[config.mk]
export PLATFORM = sky130hd
export DESIGN_NAME = sys_guard
export DESIGN_NICKNAME = d
export VERILOG_FILES = /design/src/rtl/sg_pkg.sv /design/src/rtl/sg_sync.sv /design/src/rtl/sg_countdown.sv /design/src/rtl/sg_boot_win.sv /design/src/rtl/sys_guard.sv
export SDC_FILE = /design/constraint.sdc
export NUM_CORES = 1
export LEC_CHECK = 0
export ABC_AREA = 0
export BUFFER_PORTS_ARGS = -buffer_cell sky130_fd_sc_hd__buf_2
export CAP_MARGIN = 20
export CORE_MARGIN = 4
export CORE_UTILIZATION = 58
export DETAILED_ROUTE_END_ITERATION = 16
export GPL_TIMING_DRIVEN = 1
export PLACE_DENSITY = 0.84
export RECOVER_POWER = 100
export SLEW_MARGIN = 10
export SYNTH_ARGS = -nofsm -noshare
export SYNTH_HDL_FRONTEND = slang
export SYNTH_HIERARCHICAL = 1
export SYNTH_SLANG_ARGS = --single-unit
[constraint.sdc]
create_clock -name clk_i -period 2.8 [get_ports clk_i]
set_input_delay 0.14 -clock clk_i [delete_from_list [all_inputs] [get_ports clk_i]]
set_output_delay 0.14 -clock clk_i [all_outputs]
set_load 0.02 [all_outputs]
[src/rtl/sg_pkg.sv]
package sg_pkg;
  typedef enum logic [1:0] {
    TGT_SMI  = 2'd0,
    TGT_NMI  = 2'd1,
    TGT_SERR = 2'd2,
    TGT_WDT  = 2'd3
  } sg_tgt_e;
  localparam int N_TGT = 4;
  localparam int TGT_W = 2;
  localparam int CLR_W = N_TGT + 1;
endpackage

[src/rtl/sg_sync.sv]
module sg_sync #(
  parameter int  W       = 1,
  parameter logic RST_VAL = 1'b1
) (
  input  logic         clk_i,
  input  logic         rst_ni,
  input  logic [W-1:0] d_i,
  output logic [W-1:0] q_o
);
  logic [W-1:0] meta_q, sync_q;

  always_ff @(posedge clk_i) begin
    if (!rst_ni) begin
      meta_q <= {W{RST_VAL}};
      sync_q <= {W{RST_VAL}};
    end else begin
      meta_q <= d_i;
      sync_q <= meta_q;
    end
  end

  assign q_o = sync_q;
endmodule

[src/rtl/sg_countdown.sv]
module sg_countdown #(
  parameter int CNT_W      = 16,
  parameter int DEF_PERIOD = 1000
) (
  input  logic             clk_i,
  input  logic             rst_ni,
  input  logic             reload_i,
  input  logic [CNT_W-1:0] period_i,
  input  logic             run_i,
  output logic [CNT_W-1:0] cnt_o,
  output logic             first_o,
  output logic             trip_o
);
  localparam logic [CNT_W-1:0] RST_CNT = CNT_W'(DEF_PERIOD);

  logic [CNT_W-1:0] cnt_q;
  logic             first_q, trip_q;
  logic             at_zero;

  assign at_zero = (cnt_q == '0);

  always_ff @(posedge clk_i) begin
    if (!rst_ni) begin
      cnt_q   <= RST_CNT;
      first_q <= 1'b0;
      trip_q  <= 1'b0;
    end else if (reload_i) begin
      cnt_q   <= period_i;
      first_q <= 1'b0;
    end else if (run_i) begin
      if (at_zero) begin
        cnt_q <= period_i;
        if (first_q) trip_q  <= 1'b1;
        else         first_q <= 1'b1;
      end else begin
        cnt_q <= cnt_q - 1'b1;
      end
    end
  end

  assign cnt_o   = cnt_q;
  assign first_o = first_q;
  assign trip_o  = trip_q;
endmodule

[src/rtl/sg_boot_win.sv]
module sg_boot_win #(
  parameter int BOOT_WIN = 64
) (
  input  logic clk_i,
  input  logic rst_ni,
  input  logic en_i,
  input  logic fetch_i,
  output logic fail_o
);
  localparam int            BW_W = $clog2(BOOT_WIN + 1);
  localparam logic [BW_W-1:0] LAST = BW_W'(BOOT_WIN - 1);

  logic [BW_W-1:0] bcnt_q;
  logic            done_q, fail_q;

  always_ff @(posedge clk_i) begin
    if (!rst_ni) begin
      bcnt_q <= '0;
      done_q <= 1'b0;
      fail_q <= 1'b0;
    end else if (en_i && !done_q && !fail_q) begin
      if (fetch_i)              done_q <= 1'b1;
      else if (bcnt_q == LAST)  fail_q <= 1'b1;
      else                      bcnt_q <= bcnt_q + 1'b1;
    end
  end

  assign fail_o = fail_q;
endmodule

[src/rtl/sys_guard.sv]
module sys_guard
  import sg_pkg::*;
#(
  parameter int CNT_W      = 16,
  parameter int DEF_PERIOD = 1000,
  parameter int BOOT_WIN   = 64
) (
  input  logic             clk_i,
  input  logic             rst_ni,
  input  logic             reload_i,
  input  logic [CNT_W-1:0] period_i,
  input  logic             tmr_en_i,
  input  logic             halt_i,
  input  logic             boot_en_i,
  input  logic             fetch_stb_i,
  input  logic             intr_n_i,
  input  logic             intr_en_i,
  input  logic             intr_sel_i,
  input  logic             merr_valid_i,
  output logic             merr_ready_o,
  input  logic [1:0]       merr_code_i,
  input  logic             merr_en_i,
  input  logic [4:0]       clr_i,
  output logic             smi_o,
  output logic             nmi_o,
  output logic             serr_o,
  output logic             wdt_irq_o,
  output logic             sys_rst_o
);
  logic [CNT_W-1:0] cnt_w;
  logic             first_w, trip_w, boot_fail_w;
  logic             intr_sync_n;
  logic             intr_st_q;
  logic [N_TGT-1:0] merr_st_q;

  sg_countdown #(.CNT_W(CNT_W), .DEF_PERIOD(DEF_PERIOD)) u_cd (
    .clk_i    (clk_i),
    .rst_ni   (rst_ni),
    .reload_i (reload_i),
    .period_i (period_i),
    .run_i    (tmr_en_i && !halt_i),
    .cnt_o    (cnt_w),
    .first_o  (first_w),
    .trip_o   (trip_w)
  );

  sg_boot_win #(.BOOT_WIN(BOOT_WIN)) u_boot (
    .clk_i   (clk_i),
    .rst_ni  (rst_ni),
    .en_i    (boot_en_i),
    .fetch_i (fetch_stb_i),
    .fail_o  (boot_fail_w)
  );

  sg_sync #(.W(1), .RST_VAL(1'b1)) u_intr_sync (
    .clk_i  (clk_i),
    .rst_ni (rst_ni),
    .d_i    (intr_n_i),
    .q_o    (intr_sync_n)
  );

  always_ff @(posedge clk_i) begin
    if (!rst_ni) intr_st_q <= 1'b0;
    else         intr_st_q <= (intr_st_q && !clr_i[0]) || (intr_en_i && !intr_sync_n);
  end

  for (genvar t = 0; t < N_TGT; t++) begin : g_merr
    logic hit;
    assign hit = merr_valid_i && merr_en_i && (merr_code_i == TGT_W'(t));
    always_ff @(posedge clk_i) begin
      if (!rst_ni) merr_st_q[t] <= 1'b0;
      else         merr_st_q[t] <= (merr_st_q[t] && !clr_i[t+1]) || hit;
    end
  end

  assign merr_ready_o = 1'b1;
  assign smi_o     = first_w || (intr_st_q && !intr_sel_i) || merr_st_q[TGT_SMI];
  assign nmi_o     = merr_st_q[TGT_NMI];
  assign serr_o    = merr_st_q[TGT_SERR];
  assign wdt_irq_o = (intr_st_q && intr_sel_i) || merr_st_q[TGT_WDT];
  assign sys_rst_o = trip_w || boot_fail_w;
endmodule

==> results of run 1 <==
[cell type report]
type	count	area, sq um
clock buffer	5	37.54
clock inverter	3	68.82
fill	258	895.9
inverter	13	48.80
multi-input combinational	178	1152
sequential	34	680.7
tap	44	55.05
timing repair buffer	42	214.0
[power breakdown]
part | leakage [nW] | switching [mW] | internal [mW] | total (mW)
clock | 0.0554 | 0.172 | 0.279 | 0.452
sequential | 0.279 | 0.0246 | 0.506 | 0.531
combinational | 0.544 | 0.0937 | 0.0687 | 0.162
[kinds of logic after synthesis]
group / Yosys count
other cells: 1
compound gates: 67
flops: 34
simple gates: 100
mux: 7
fa+ha+maj: 3
buf+inv: 23
[worst max-delay path by stage]
stage                     endpoint           from  cells after the start
floorplan            u_cd/cnt_o[2]  u_cd/cnt_o[7]                      5
global placement     u_cd/cnt_o[2]  u_cd/cnt_o[0]                      6
detailed placement   u_cd/cnt_o[2]  u_cd/cnt_o[1]                      6
CTS                  u_cd/cnt_o[8]  u_cd/cnt_o[0]                      6
global route        u_cd/cnt_o[11]  u_cd/cnt_o[7]                      5
finish              u_cd/cnt_o[11]  u_cd/cnt_o[7]                      5
[layout by cell type, fill, tap and decap left out, types with 4 or more instances in the layout]
cell type,netlist,layout
sky130_fd_sc_hd__nor2_1,16,17
sky130_fd_sc_hd__nor2b_1,5,5
sky130_fd_sc_hd__nand3_1,7,7
sky130_fd_sc_hd__nor3_1,11,12
sky130_fd_sc_hd__o21ai_0,7,12
sky130_fd_sc_hd__a311oi_1,4,4
sky130_fd_sc_hd__clkbuf_1,8,5
sky130_fd_sc_hd__a21oi_1,3,4
sky130_fd_sc_hd__buf_2,1,34
sky130_fd_sc_hd__inv_1,12,12
sky130_fd_sc_hd__o21a_1,4,4
sky130_fd_sc_hd__nand2b_1,11,11
sky130_fd_sc_hd__clkbuf_4,0,5
sky130_fd_sc_hd__nor4_1,5,5
sky130_fd_sc_hd__a31oi_1,6,6
sky130_fd_sc_hd__o211ai_1,4,4
sky130_fd_sc_hd__nand2_1,21,21
sky130_fd_sc_hd__mux2i_1,6,6
sky130_fd_sc_hd__a21boi_0,5,5
sky130_fd_sc_hd__dfxtp_1,34,34
[metal layers]
metal / vias up / wire (um) / GRT usage (%)
li1: 954 / - / -
met4: 0 / 58 / 8.629
met2: 88 / 2225 / 35.32
met5: - / 0 / 0
met3: 6 / 376 / 5.272
met1: 878 / 2200 / 32.08
[worst min-delay path: cells and delay by family]
family | cells | cell delay, ns
AOI/OAI and AO/OA | 2 | 0.12
buffers and inverters | 1 | 0.10
[per-stage QoR]
stage	hold WS (ns)	util [%]	setup WS (ns)	instances	power (mW)
floorplan	0.2130	-	1.054	235	0.6466
global placement	0.3267	69.52	0.7198	310	0.7016
detailed placement	0.3245	69.52	0.6531	310	0.7046
CTS	0.05574	73.21	0.5971	319	1.161
global route	0.04641	71.59	0.2606	319	1.195
finish	0.06784	71.59	0.3806	319	1.145
[state kept, by name, indices dropped and copies added, names as in the netlist]
signal              flops
merr_st_q               2
u_boot/done_q           1
u_intr_sync/q_o         1
u_cd/trip_o             1
nmi_o                   1
intr_st_q               1
serr_o                  1
u_cd/first_o            1
u_boot/fail_o           1
u_intr_sync/meta_q      1
u_boot/bcnt_q           7
u_cd/cnt_o             16
[timing repair]
item | CTS | global route
hold endpoints to repair | 1 | 0
buffers inserted | 0 | 0
hold buffers | 1 | 0
resized for setup | 0 | 0
==> flow_summary.json, run 1 <==
{
  "outcome": "finished, final reports clean",
  "synth_ff_type": "sky130_fd_sc_hd__dfxtp_1",
  "routed_via_density": 6.038,
  "setup_viol": 0,
  "dominant_cell_type_by_area_after_synthesis": "sky130_fd_sc_hd__dfxtp_1",
  "post_route_cells_drive_above_1_share_pct": 17.45,
  "placeableCoreArea_sq_um": 3153,
  "clock-sinks": 34,
  "detail_route.first_pass.iterations": 5,
  "antenna_found_initial": 0,
  "placement_rows": 20,
  "route.detailed.wl_per_inst_um": 15.24,
  "synth_area_in_compound_gates_pct": 25.41,
  "clock_tree_from_tritoncts": "built",
  "critPathTopFamily": "simple AND/OR/NAND/NOR gates",
  "finClkSkew_ns": 0.01294,
  "transition_time_at_the_pin_with_the_least_slew_margin_ns": 0.7984,
  "synth-edff-count": 0,
  "ys.warnings.count": 6,
  "seq_area_frac_synth_pct": 34.56,
  "synth_async_sr_flop_share_pct": 0,
  "grt_use_total_pct": 23.33,
  "cts_buffers": 5,
  "yosys-top-cells-count": "34 x sky130_fd_sc_hd__dfxtp_1, 21 x sky130_fd_sc_hd__nand2_1, 16 x sky130_fd_sc_hd__nor2_1, 12 x sky130_fd_sc_hd__inv_1",
  "cap_violations": 0,
  "synth.mux.area_fraction_pct": 3.812,
  "cp.arrival_ns": 2.67,
  "max_stage_delay_ns": 0.70,
  "slew_viol_final": 0,
  "flow.area_growth_from_synthesis_pct": 14.61,
  "net_count_synth": 273,
  "leakage_nw": 0.8785,
  "io_buffers": 39,
  "detailed_place_hpwl_mm": 3.371,
  "initialDrtViolationCount": 243,
  "layout.cell_area.non_filler_sq_um": 2257,
  "critical_path.max_fanout": 8,
  "synth.ff_latch_count": 34,
  "setup_tns_ns": 0,
  "finalWirelength_mm": 4.861,
  "ioPinCount": 41,
  "grt_pass1_vias": 1764,
  "ir_drop_mv": 0.4176,
  "ctsHtreeMaxLevel": 2,
  "grt_pass1_wl_mm": 7.983,
  "critPathBufInv": 0,
  "clockBufferDepth": 2,
  "yosys.cell_types.count": 58,
  "min_path_cells": 3,
  "synth_simple_gate_area_share_pct": 29.48,
  "yosys.area_share.adder_pct": 1.906,
  "ant_nets": 0,
  "worstReg2RegStart": "u_cd/cnt_o[7]",
  "antenna_diode_count": 0,
  "worstSetupStartpointType": "flop",
  "ys_top_cells_by_area": "sky130_fd_sc_hd__dfxtp_1 35%, sky130_fd_sc_hd__nand2_1 4.0%, sky130_fd_sc_hd__nand2b_1 3.5%, sky130_fd_sc_hd__mux2i_1 3.0%, sky130_fd_sc_hd__nor2_1 3.0%",
  "timing.hold.worst_endpoint": "u_cd/cnt_o[10]",
  "min_clock_period_post_route_ns": 2.419,
  "clkTransAtPathRegs_ns": 0.12,
  "worst_r2r_path_depth": 5,
  "post_dp_cell_area_sq_um": 2192,
  "die_w_um": 66.27,
  "timing.setup.critical_path_class": "flop to flop",
  "post_synth.cell_area_avg_sq_um": 8.380,
  "cp_cell_sequence": "nor4_4 -> nand4b_1 -> nor3_1 -> o21ai_0 -> a31oi_1",
  "post_synth_instance_area_sq_um": 1969,
  "hold_viol": 0,
  "maximum_number_of_pins_on_one_net_before_global_route_repair": 31,
  "worstReg2RegEnd": "u_cd/cnt_o[11]",
  "critPathRequiredTime_ns": 3.05,
  "clkLatencyLatePin_ns": 0.33,
  "place_congestion": 0.9101,
  "relSlewSlack_pct": 46.78,
  "post-synth-top-count-cell": "sky130_fd_sc_hd__dfxtp_1",
  "ctsRootBufferMaster": "sky130_fd_sc_hd__clkbuf_4",
  "drc": 0,
  "start_util_pct": 62.46,
  "layout_worst_path_cycle_share_pct": 86.41,
  "main_combinational_cell_family_by_area_after_synthesis": "simple AND/OR/NAND/NOR gates",
  "pwr_density_cell_nw_per_um2": 507.3,
  "vias": 1926,
  "synth_xor_area_share_pct": 0,
  "synth_cells": 235,
  "global_route.overflow_total": 0,
  "endpoint_kind": "flop",
  "critical-path-slowest-cell": "sky130_fd_sc_hd__nor3_1",
  "min-delay-start": "period_i[10]",
  "num-nets-final": 312,
  "worst_hold_path_type": "input pin to flop",
  "reg2reg_slack_ns": 0.38,
  "netlist.area_leader.share_pct": 34.56,
  "die_area_sq_um": 4392,
  "rsz0062_at_grt": "false",
  "fmaxAchievable_mhz": 413.3,
  "die_height_um": 66.27
}
No activity file was read; power rests on OpenSTA's default activity.
==> inputs of run 2 (changes only) <==
--- a/config.mk
+++ b/config.mk
@@ -8,11 +8,13 @@
 export ABC_AREA = 0
 export BUFFER_PORTS_ARGS = -buffer_cell sky130_fd_sc_hd__buf_2
 export CAP_MARGIN = 20
+export CELL_PAD_IN_SITES_DETAIL_PLACEMENT = 0
+export CELL_PAD_IN_SITES_GLOBAL_PLACEMENT = 1
 export CORE_MARGIN = 4
-export CORE_UTILIZATION = 58
+export CORE_UTILIZATION = 43
 export DETAILED_ROUTE_END_ITERATION = 16
 export GPL_TIMING_DRIVEN = 1
-export PLACE_DENSITY = 0.84
+export PLACE_DENSITY_LB_ADDON = 0.1
 export RECOVER_POWER = 100
 export SLEW_MARGIN = 10
 export SYNTH_ARGS = -nofsm -noshare
==> run 2 against run 1 <==
  * Count of clock-buffer cells in the layout is 1 higher
  * Global-route usage fell by 4.6 points
  * Design area up 2.2%
  * Setup slack better by 0.079 ns
  * Final cell count increased by 2.2%
  * First-iteration DRC count is 61% lower
  * Sequential share of layout area shrank 0.65 points
==> flow_summary.json, run 2 (synthesized netlist as in run 1, its figures left out) <==
{
  "outcome": "finished, final reports clean",
  "ir_drop_mv": 0.3237,
  "max_stage_delay_ns": 0.74,
  "finClkSkew_ns": 0.001901,
  "layout_worst_path_cycle_share_pct": 83.57,
  "vias": 1871,
  "ctsRootBufferMaster": "sky130_fd_sc_hd__clkbuf_8",
  "detailed_place_hpwl_mm": 3.490,
  "met3_wirelength_um": 312,
  "place_congestion": 0.8264,
  "clkLatencyLatePin_ns": 0.29,
  "io_buffers": 39,
  "critPathTopFamily": "simple AND/OR/NAND/NOR gates",
  "placement_rows": 24,
  "clockBufferDepth": 2,
  "stdcell_count": 326,
  "min_clock_period_post_route_ns": 2.340,
  "die_w_um": 75.68,
  "layout_commonest_cell": "sky130_fd_sc_hd__dfxtp_1",
  "slew_viol_final": 0,
  "post_dp_cell_area_sq_um": 2202,
  "wl_met1_mm": 2.258,
  "cap_violations": 0,
  "routed_via_density": 5.739,
  "critPathRequiredTime_ns": 2.98,
  "drc": 0,
  "worst_hold_path_type": "input pin to flop",
  "die_area_sq_um": 5727,
  "initialDrtViolationCount": 95,
  "antenna_diode_count": 0,
  "pwr_density_cell_nw_per_um2": 548.4,
  "cts.repair.resized": 0,
  "leakage_nw": 0.9045,
  "flow.area_growth_from_synthesis_pct": 17.15,
  "placeableCoreArea_sq_um": 4384,
  "cts_hold_repair.buffers": 0,
  "ioPinCount": 41,
  "reg2reg_slack_ns": 0.46,
  "clock_tree_from_tritoncts": "built",
  "critical_path.max_fanout": 16,
  "hold_viol": 0,
  "ctsHtreeMaxLevel": 2,
  "grt_use_total_pct": 18.70,
  "post_route_cells_drive_above_1_share_pct": 18.61,
  "register_area_sq_um": 680.7,
  "maximum_number_of_pins_on_one_net_before_global_route_repair": 31,
  "cp.arrival_ns": 2.52,
  "setup_viol": 0,
  "critPathBufInv": 0,
  "layout_common_cells": "34 x sky130_fd_sc_hd__dfxtp_1, 33 x sky130_fd_sc_hd__buf_2, 21 x sky130_fd_sc_hd__nand2_1",
  "cp_cell_sequence": "nor4_2 -> and4b_1 -> a21oi_2 -> mux2_1 -> a32o_1",
  "routed.top_layer": "met4",
  "worstSetupStartpointType": "flop",
  "transition_time_at_the_pin_with_the_least_slew_margin_ns": 1.246,
  "postLayoutCoreUtil_pct": 52.63,
  "die_height_um": 75.68,
  "relSlewSlack_pct": 16.92,
  "cts_buffers": 5,
  "fmaxAchievable_mhz": 427.4,
  "ant_nets": 0,
  "antenna_found_initial": 0,
  "num-nets-final": 311,
  "post-cts-setup-buffers": 0,
  "clock-sinks": 34,
  "endpoint_kind": "flop",
  "critical-path-slowest-cell": "sky130_fd_sc_hd__nor4_2",
  "largest_reg_flops": 16,
  "route.detailed.wl_per_inst_um": 15.28,
  "fillCellCount": 453,
  "global_route.overflow_total": 0,
  "rsz0062_at_grt": "false",
  "finalWirelength_mm": 4.982,
  "multiInputGateArea_sq_um": 1171,
  "post-place-cells": 318,
  "setup_tns_ns": 0,
  "timing.setup.critical_path_class": "flop to flop",
  "layout.cell_area.non_filler_sq_um": 2307,
  "clkTransAtPathRegs_ns": 0.07,
  "met2WireLength_mm": 2.308,
  "grt_pass1_vias": 1773,
  "start_util_pct": 44.92,
  "grt_pass1_wl_mm": 8.100,
  "detail_route.first_pass.iterations": 5
}
[run 2: final cells by class]
| class | instances | area share (%) |
|---|---|---|
| multi-input cells | 178 | 50.76 |
| clock buffers | 6 | 3.579 |
| well taps | 52 | 2.820 |
| flip-flops and latches | 34 | 29.50 |
| inverters | 13 | 2.115 |
| repair buffers | 41 | 8.623 |
| clock inverters | 2 | 2.603 |
[run 2: metal layers]
| layer | up-vias | track usage (%) |
|---|---|---|
| met5 | - | 0 |
| li1 | 957 | - |
| met3 | 11 | 4.749 |
| met2 | 48 | 31.54 |
| met4 | 0 | 8.350 |
| met1 | 855 | 22.36 |
[run 2: power breakdown]
group / leakage, nW / total, mW / switching (mW) / internal, mW
Clock: 0.0714 / 0.573 / 0.193 / 0.380
Combinational: 0.554 / 0.163 / 0.0947 / 0.0683
Sequential: 0.279 / 0.529 / 0.0232 / 0.506
[run 2: path summary, 6_finish.rpt]
kind	endpoint	cells past startpoint	startpoint
worst max-delay path	u_cd/cnt_o[2]	5	u_cd/cnt_o[7]
worst min-delay path	u_intr_sync/meta_q	2	intr_n_i
worst max register to register	u_cd/cnt_o[2]	5	u_cd/cnt_o[7]
worst min register to register	u_intr_sync/q_o	1	u_intr_sync/meta_q
[run 2: stage by stage]
| step | setup WS [ns] | hold slack [ns] | total power, mW |
|---|---|---|---|
| after CTS | 0.6207 | 0.02243 | 1.283 |
| final | 0.4600 | 0.03049 | 1.265 |
| after global routing | 0.2818 | 0.02732 | 1.324 |
| after floorplan | 1.054 | 0.2130 | 0.6466 |
| after detailed placement | 0.6337 | 0.3240 | 0.7090 |
| after global placement | 0.6674 | 0.3277 | 0.7080 |
